**src/rtl/owrom_pkg.sv**
```systemverilog
package owrom_pkg;

    localparam int FAM_W = 8;
    localparam int SER_W = 48;
    localparam int CRC_W = 8;
    localparam int ID_W  = FAM_W + SER_W + CRC_W;
    localparam int CMD_W = 8;

    localparam logic [CMD_W-1:0] CMD_READ   = 8'h33;
    localparam logic [CMD_W-1:0] CMD_MATCH  = 8'h55;
    localparam logic [CMD_W-1:0] CMD_SEARCH = 8'hF0;
    localparam logic [CMD_W-1:0] CMD_SKIP   = 8'hCC;

    typedef enum logic [2:0] {
        ST_QUIET,
        ST_CMD,
        ST_READ,
        ST_MATCH,
        ST_SRCH_TRUE,
        ST_SRCH_CMPL,
        ST_SRCH_DIR,
        ST_GRANT
    } rom_state_e;

    // Elaboration-time CRC-8 (x^8+x^5+x^4+1), data entered LSB first.
    function automatic logic [CRC_W-1:0] crc8_over(input logic [FAM_W+SER_W-1:0] data);
        logic [CRC_W-1:0] r;
        logic             fb;
        r = '0;
        for (int i = 0; i < FAM_W + SER_W; i++) begin
            fb   = r[0] ^ data[i];
            r    = {fb, r[7:1]};
            r[3] = r[3] ^ fb;
            r[2] = r[2] ^ fb;
        end
        return r;
    endfunction

endpackage

```
**src/rtl/owrom_cmd_shift.sv**
```systemverilog
module owrom_cmd_shift #(
    parameter int CMD_W = 8
) (
    input  logic             clk,
    input  logic             rst_n,
    input  logic             clear,
    input  logic             shift_en,
    input  logic             bit_in,
    output logic [CMD_W-1:0] cmd_full,
    output logic             last
);
    localparam int CNT_W = (CMD_W > 1) ? $clog2(CMD_W) : 1;

    logic [CMD_W-1:0] sh_q;
    logic [CNT_W-1:0] cnt_q;

    // Bits arrive LSB first: each new bit enters at the top.
    assign cmd_full = {bit_in, sh_q[CMD_W-1:1]};
    assign last     = (cnt_q == CNT_W'(CMD_W - 1));

    always_ff @(posedge clk or negedge rst_n) begin
        if (!rst_n) begin
            sh_q  <= '0;
            cnt_q <= '0;
        end else if (clear) begin
            sh_q  <= '0;
            cnt_q <= '0;
        end else if (shift_en) begin
            sh_q  <= cmd_full;
            cnt_q <= last ? '0 : cnt_q + 1'b1;
        end
    end
endmodule

```
**src/rtl/owrom_id_cursor.sv**
```systemverilog
module owrom_id_cursor #(
    parameter int ID_W = 64
) (
    input  logic            clk,
    input  logic            rst_n,
    input  logic            clear,
    input  logic            step,
    input  logic [ID_W-1:0] identity,
    output logic            cur_bit,
    output logic            last
);
    localparam int IDX_W = $clog2(ID_W);

    logic [IDX_W-1:0] idx_q;

    assign cur_bit = identity[idx_q];
    assign last    = (idx_q == IDX_W'(ID_W - 1));

    always_ff @(posedge clk or negedge rst_n) begin
        if (!rst_n) begin
            idx_q <= '0;
        end else if (clear) begin
            idx_q <= '0;
        end else if (step) begin
            idx_q <= idx_q + 1'b1;
        end
    end
endmodule

```
**src/rtl/owrom_layer.sv**
```systemverilog
module owrom_layer #(
    parameter logic [owrom_pkg::FAM_W-1:0] FAMILY_CODE = 8'h24,
    parameter logic [owrom_pkg::SER_W-1:0] SERIAL_NUM  = 48'h00A1_B2C3_D4E5,
    parameter logic [owrom_pkg::CRC_W-1:0] ID_CRC      =
        owrom_pkg::crc8_over({SERIAL_NUM, FAMILY_CODE})
) (
    input  logic clk,
    input  logic rst_n,
    input  logic bus_reset_i,
    input  logic rx_valid_i,
    input  logic rx_bit_i,
    input  logic tx_req_i,
    output logic tx_bit_o,
    output logic grant_o
);
    import owrom_pkg::*;

    localparam logic [ID_W-1:0] IDENTITY = {ID_CRC, SERIAL_NUM, FAMILY_CODE};

    rom_state_e       state_q, state_d;
    logic             cmd_clear, cmd_shift_en, cmd_last;
    logic [CMD_W-1:0] cmd_full;
    logic             idx_clear, idx_step, id_bit, id_last;

    owrom_cmd_shift #(.CMD_W(CMD_W)) cmd_i (
        .clk      (clk),
        .rst_n    (rst_n),
        .clear    (cmd_clear),
        .shift_en (cmd_shift_en),
        .bit_in   (rx_bit_i),
        .cmd_full (cmd_full),
        .last     (cmd_last)
    );

    owrom_id_cursor #(.ID_W(ID_W)) cur_i (
        .clk      (clk),
        .rst_n    (rst_n),
        .clear    (idx_clear),
        .step     (idx_step),
        .identity (IDENTITY),
        .cur_bit  (id_bit),
        .last     (id_last)
    );

    // State register
    always_ff @(posedge clk or negedge rst_n) begin
        if (!rst_n) begin
            state_q <= ST_QUIET;
        end else begin
            state_q <= state_d;
        end
    end

    // Next state and datapath controls
    always_comb begin
        state_d      = state_q;
        cmd_clear    = 1'b0;
        cmd_shift_en = 1'b0;
        idx_clear    = 1'b0;
        idx_step     = 1'b0;
        if (bus_reset_i) begin
            state_d   = ST_CMD;
            cmd_clear = 1'b1;
            idx_clear = 1'b1;
        end else begin
            unique case (state_q)
                ST_QUIET: begin
                    state_d = ST_QUIET;
                end
                ST_CMD: begin
                    if (rx_valid_i) begin
                        cmd_shift_en = 1'b1;
                        if (cmd_last) begin
                            idx_clear = 1'b1;
                            case (cmd_full)
                                CMD_READ:   state_d = ST_READ;
                                CMD_MATCH:  state_d = ST_MATCH;
                                CMD_SEARCH: state_d = ST_SRCH_TRUE;
                                CMD_SKIP:   state_d = ST_GRANT;
                                default:    state_d = ST_QUIET;
                            endcase
                        end
                    end
                end
                ST_READ: begin
                    if (tx_req_i) begin
                        if (id_last) state_d  = ST_GRANT;
                        else         idx_step = 1'b1;
                    end
                end
                ST_MATCH: begin
                    if (rx_valid_i) begin
                        if (rx_bit_i != id_bit) state_d  = ST_QUIET;
                        else if (id_last)       state_d  = ST_GRANT;
                        else                    idx_step = 1'b1;
                    end
                end
                ST_SRCH_TRUE: begin
                    if (tx_req_i) state_d = ST_SRCH_CMPL;
                end
                ST_SRCH_CMPL: begin
                    if (tx_req_i) state_d = ST_SRCH_DIR;
                end
                ST_SRCH_DIR: begin
                    if (rx_valid_i) begin
                        if (rx_bit_i != id_bit) begin
                            state_d = ST_QUIET;
                        end else if (id_last) begin
                            state_d = ST_GRANT;
                        end else begin
                            idx_step = 1'b1;
                            state_d  = ST_SRCH_TRUE;
                        end
                    end
                end
                ST_GRANT: begin
                    state_d = ST_GRANT;
                end
            endcase
        end
    end

    // Outputs
    always_comb begin
        grant_o  = 1'b0;
        tx_bit_o = 1'b1;
        unique case (state_q)
            ST_READ,
            ST_SRCH_TRUE: tx_bit_o = id_bit;
            ST_SRCH_CMPL: tx_bit_o = ~id_bit;
            ST_GRANT:     grant_o  = 1'b1;
            ST_QUIET, ST_CMD, ST_MATCH, ST_SRCH_DIR: begin
                tx_bit_o = 1'b1;
            end
        endcase
    end
endmodule

```
**config.mk**
```make
export PLATFORM = sky130hd
export DESIGN_NAME = owrom_layer
export DESIGN_NICKNAME = d
export VERILOG_FILES = /design/src/rtl/owrom_pkg.sv /design/src/rtl/owrom_cmd_shift.sv /design/src/rtl/owrom_id_cursor.sv /design/src/rtl/owrom_layer.sv
export SDC_FILE = /design/constraint.sdc
export NUM_CORES = 1
export LEC_CHECK = 0
export BUFFER_PORTS_ARGS = -buffer_cell sky130_fd_sc_hd__buf_4
export CAP_MARGIN = 20
export CORE_UTILIZATION = 40
export DETAILED_ROUTE_END_ITERATION = 8
export SLEW_MARGIN = 20
export SYNTH_ARGS = -nofsm -noshare
export SYNTH_HDL_FRONTEND = slang
export SYNTH_HIERARCHICAL = 1
export SYNTH_SLANG_ARGS = --single-unit
```
**constraint.sdc**
```tcl
create_clock -name clk -period 11.7 [get_ports clk]
set_clock_uncertainty 0.2 [all_clocks]
set_input_delay 2.34 -clock clk [delete_from_list [all_inputs] [get_ports clk]]
set_output_delay 2.34 -clock clk [all_outputs]
set_load 0.01 [all_outputs]
```
# Yosys cells after proc, flatten, opt, wreduce, memory -nomap -nowiden
# Memories as Yosys holds them, arrays and structs flattened.
# Index checks and enable logic that the tools add are counted.
[word_totals] n_memories=1 reg_bits=20 elab_cells=74 inputBits=6 mem_bits_ro=64
[mem_list] memory="(no name shown)" words=64 word_bits=1 rd=1 rd_clocked_by_memory_dff=0 wr=0 line_no="owrom_id_cursor.sv:16" source="assign cur_bit = identity[idx_q];"
[classes] n_lt_le_gt_ge=1 reduce_logical=6 bitwise=1 muxes=38 eq_ne=21 add_sub_neg=2
[op_table] cell="$mux W3" count=14
[op_table] cell="$pmux W3 S8" count=1
[op_table] cell="$ne A3 B3 Y1 const B" count=6
[op_table] cell="$eq A8 B8 Y1 const B" count=2
[op_table] cell="$mux W8" count=2
[op_table] cell="$eq A3 B3 Y1 const B" count=5
[op_table] cell="$mux W1" count=15
[op_table] cell="$mux W6" count=2
[op_table] cell="$pmux W3 S4" count=1
[op_table] cell="$eq A8 B6 Y1 const B" count=1
[op_table] cell="$eq A8 B7 Y1 const B" count=1
[op_table] cell="$lt A6 B7 Y1 const B" count=1
[op_table] cell="$reduce_and A7 Y1" count=1
[op_table] cell="$add A6 B1 Y6 const B" count=1
[op_table] cell="$eq A3 B2 Y1 const B" count=2
[op_table] cell="$eq A6 B6 Y1 const B" count=1
[op_table] cell="$pmux W1 S2" count=2
[op_table] cell="$reduce_bool A2 Y1" count=2
[op_table] cell="$reduce_or A2 Y1" count=2
[op_table] cell="$add A3 B1 Y3 const B" count=1
[op_table] cell="$eq A3 B1 Y1 const B" count=1
[op_table] cell="$logic_not A3 Y1" count=1
[op_table] cell="$ne A3 B2 Y1 const B" count=1
[op_table] cell="$mux W2" count=1
[op_table] cell="other kinds (2)" count=2

# Depth between registers and ports, before layout
[depth] depth_word=9 ltp_mapped=15 depth_no_buf=12

# Hierarchy
# The synthesis kept the hierarchy.
[by_module_without_submodules] module="owrom_id_cursor" area_each_um2=973.4 seq_area_each_um2=150.1 n_inst=1 cells_each=95
[by_module_without_submodules] module="owrom_layer" area_each_um2=499.2 seq_area_each_um2=75.1 n_inst=1 cells_each=65
[by_module_without_submodules] module="owrom_cmd_shift" area_each_um2=437.9 seq_area_each_um2=250.2 n_inst=1 cells_each=36

# Least setup slack after synthesis
# Ideal clock, no wire load.
[synth_timing] path_kind="register -> output" start="reg cur_i.idx_q[0]" end="out tx_bit_o" arrival_time_ps=2052 stages_incl_launch_ff=9 slack_ps=7108 required_time_ps=9160 n_path_buf=1 path_cell_list="dfrtp_1 > buf_6 > mux4_2 > mux2i_1 > o21ai_1 > a311oi_1 > o41ai_1 > xnor2_1 > a31oi_1"
[synth_via] elab_chain_len=4
[synth_lines] item="start, declared" line_no="owrom_id_cursor.sv:14" source="logic [IDX_W-1:0] idx_q;"
[synth_lines] item="start signal, assigned" line_no="owrom_id_cursor.sv:25" source="idx_q <= idx_q + 1'b1;"
[synth_lines] item="$mem_v2 Z64 W1 (*)"
[synth_lines] item="$mux W1 (implied by the code) (*)" line_no="owrom_id_cursor.sv:16"
[synth_lines] item="named net id_bit" line_no="owrom_layer.sv:23" source="logic idx_clear, idx_step, id_bit, id_last;"
[synth_lines] item="$not A1 Y1" line_no="owrom_layer.sv:130" source="ST_SRCH_CMPL: tx_bit_o = ~id_bit;"
[synth_lines] item="$pmux W1 S2 (*)" line_no="owrom_layer.sv:127" source="unique case (state_q)"
[synth_lines] item="end, declared" line_no="owrom_layer.sv:13" source="output logic tx_bit_o,"
# The timed path passes the listed nets; every way through them passes the cells marked *. The select of a mux whose other input is x is not followed.

# Final worst setup path
[layout_timing] start="reg cur_i.idx_q[1]" end="out tx_bit_o"
# Same word-level chain as after synthesis.

==> impl_metrics.tcl <==
set metrics [dict create \
    fin_setup_tns_ns 0 \
    setup_viol 0 \
    synth_enable_flop_cells 0 \
    start_kind "flop" \
    required_ns 9.16 \
    grt_pass1_wl_microns 6727 \
    finalNetCount 265 \
    finalCriticalPeriod_ns 5.329 \
    drcViolationCount 0 \
    crit_path_end_kind "primary output" \
    cts_setup_buffers 0 \
    hold_path.class "flop to flop" \
    synth_warnings 6 \
    ys_types 54 \
    n_antenna_cell 0 \
    grt_usage_pct 16.48 \
    io_buffers 7 \
    die_h_microns 71.11 \
    syn2layout_area_growth_pct 14.67 \
    drt_iter0_drc 122 \
    synth_ff_type "dfrtp_1" \
    post-route-period-util_pct 45.55 \
    n_fill_cell 438 \
    cts_hold_buf 0 \
    clk_pin_slew_ns 0.08 \
    grt-ovfl-total 0 \
    slew_headroom_pct 31.17 \
    worst_pin_slew_ns 1.029 \
    path_class "flop to primary output" \
    report.final.slew_viol_count 0 \
    rsz0062_at_grt "no" \
    cts_num_sinks 19 \
    status "finished clean" \
    tritoncts "built" \
    dp_hpwl_microns 2654 \
    worstPathArrival_ns 2.79 \
    cap_violations 0 \
    p_leak_nw 0.9074 \
    cts.repair.resized 0 \
    cts.path.max_buffers 2 \
    row_count 24 \
    routed_wl_microns 3692 \
    clk_latency_ns 0.26 \
    yosysSeqAreaShare_pct 24.89 \
    drtPass1Iterations 4 \
    path_delay_family "compound AO/OA/AOI/OAI gates" \
    synth_seq_cells 19 \
    async_flop_share_pct 100.0 \
    dieArea_sq_mm 0.005057 \
    antenna_left 0 \
    fmax_mhz 187.6 \
    peakVddDrop_uv 80.07 \
    drt-wirelength-per-cell_microns 12.03 \
    cts_buffers 3 \
    syn_inst 196 \
    final_cells 307 \
    antenna_found_initial 0 \
    syn_area_sq_mm 0.001911 \
    grt_pass1_vias 1434 \
    crit_buf_inv 1 \
    vias 1537 \
    power_density_mw_per_mm2 90.65 \
    crit_path_max_incr_delay_ns 0.73 \
    finalHoldViolations 0 \
    die_w_microns 71.11 \
    clockRootBuffer "clkbuf_8" \
    initial_utilization_pct 42.70 \
    gp_congestion 0.7515 \
    avgSynthCellArea_sq_um 9.748 \
    viasPerCell 5.007 \
    cp_max_fo 18 \
    dp.cells 303 \
    grt_start_max_net_pins 35 \
    core_sq_mm 0.004474 \
    htreeDepth 1 \
    r2r_slack_ns 7.65 \
    ios 8 \
    cpMaxStageDelayCell "o41ai_1" \
    cp_cell_sequence "mux4_2 -> mux2i_1 -> o21ai_1 -> a311oi_1 -> o41ai_1 -> xnor2_1 -> a31oi_1 -> buf_4" \
    drive_above_1_share_pct 10.59 \
]
Yosys cell counts (3+ instances only):
cell / n / area [sq um]
mux4_1: 4 / 105.1
a31oi_1: 3 / 18.77
mux2i_1: 15 / 150.1
o21ai_0: 3 / 15.01
nor2b_1: 10 / 62.56
buf_2: 3 / 15.01
nand3_1: 3 / 15.01
xnor2_1: 4 / 35.03
a211oi_1: 7 / 52.55
nand4_1: 3 / 18.77
nor2_1: 21 / 78.83
buf_4: 5 / 37.54
a21oi_1: 7 / 35.03
mux2_2: 3 / 33.78
nor4bb_1: 6 / 60.06
mux4_2: 4 / 90.09
nand2b_1: 8 / 50.05
nand2_1: 5 / 18.77
nor4_1: 4 / 25.02
dfrtp_1: 19 / 475.5
a2111oi_2: 3 / 45.04
a311oi_1: 3 / 26.28
ha_1: 3 / 37.54
o21ai_1: 3 / 15.01
worst register-to-register path, delay by kind of cell, from the launching register on:
kind	cells	cell delay (ns)
AND/OR/NAND/NOR	3	0.74
flip-flops	1	0.32
multiplexers	2	0.70
AO/OA/AOI/OAI	6	0.98
buffers and inverters	2	0.56
XOR/XNOR	1	0.47
state kept, by name (all words and copies together) (netlist names):
| signal | cells |
|---|---|
| cmd_i/cnt_q | 3 |
| cmd_i/sh_q | 7 |
| cur_i/idx_q | 6 |
| state_q | 3 |
cell families after synthesis:
logic type	count (synthesis)	share of synthesized area, %
simple gates	77	23.84
compound gates	42	16.96
mux	29	22.00
flops	19	24.89
buf+inv	18	7.204
xor+xnor	6	2.750
fa+ha+maj	3	1.965
other cells	2	0.3931
power by group:
group          total, mW  leakage [nW]  internal [mW]  switching, mW
registers         0.0830         0.259         0.0699         0.0131
logic             0.0690         0.625         0.0343         0.0346
clock network     0.0467        0.0228         0.0242         0.0224
final cells by class:
class	instances	area (sq um)	share of cell area (%)
timing repair buffer	9	67.56	3.084
inverter	2	7.507	0.3427
tap	52	65.06	2.970
sequential	19	475.5	21.70
clock buffer	4	45.04	2.056
multi-input combinational	221	1530	69.85
layout by cell type, fill, tap and decap left out, types with 2 or more instances in the layout:
cell type and n:
conb_1 64, nor2_1 21, dfrtp_1 19, mux2i_1 15
nor2b_1 10, buf_4 9, nand2b_1 8, a21oi_1 7
a211oi_1 7, nor4bb_1 6, nand2_1 5, xnor2_1 4
nor4_1 4, mux4_1 4, mux4_2 4, a31oi_1 3
nand3_1 3, o21ai_1 3, mux2_2 3, nand4_1 3
a311oi_1 3, o21ai_0 3, a2111oi_2 3, clkbuf_8 3
ha_1 3, inv_1 2, nor3b_1 2, o32a_1 2
and2_1 2, o211ai_1 2, nor3_1 2, and2b_1 2
a22o_1 2, mux2_4 2, o22ai_1 2, and2b_2 2
xor2_1 2
worst paths after layout:
| check | start | endpoint | cells past startpoint |
|---|---|---|---|
| max | cur_i/idx_q[1]$_DFFE_PN0P_ | tx_bit_o | 8 |
| min | cmd_i/cnt_q[1]$_DFFE_PN0P_ | cmd_i/cnt_q[1]$_DFFE_PN0P_ | 2 |
| max reg2reg | cur_i/idx_q[0]$_DFFE_PN0P_ | cur_i/idx_q[5]$_DFFE_PN0P_ | 14 |
| min reg2reg | cmd_i/cnt_q[1]$_DFFE_PN0P_ | cmd_i/cnt_q[1]$_DFFE_PN0P_ | 2 |
| max in group asynchronous | rst_n | cmd_i/sh_q[7]$_DFFE_PN0P_ | 1 |
| min in group asynchronous | rst_n | cur_i/idx_q[4]$_DFFE_PN0P_ | 1 |
per-layer routing:
| layer | vias up | global-route usage [%] | routed length, microns |
|---|---|---|---|
| li1 | 804 | - | - |
| met1 | 720 | 25.18 | 2055 |
| met2 | 9 | 24.57 | 1542 |
| met3 | 4 | 2.991 | 74 |
| met4 | 0 | 2.667 | 19 |
| met5 | - | 0 | 0 |
through the flow:
step / hold WS (ns) / power [mW] / setup WS, ns / instance area, sq um / utilization, %
2_1_floorplan: 0.2903 / 0.1418 / 7.108 / 2143 / -
3_3_place_gp: 0.3085 / 0.1523 / 6.695 / 2146 / 47.96
3_5_place_dp: 0.3221 / 0.1525 / 6.645 / 2146 / 47.96
4_1_cts: 0.3390 / 0.1997 / 6.350 / 2191 / 48.97
5_1_grt: 0.3554 / 0.2140 / 6.163 / 2191 / 48.97
6_report: 0.3332 / 0.1986 / 6.371 / 2191 / 48.97
No activity file was read; power rests on OpenSTA's default activity.
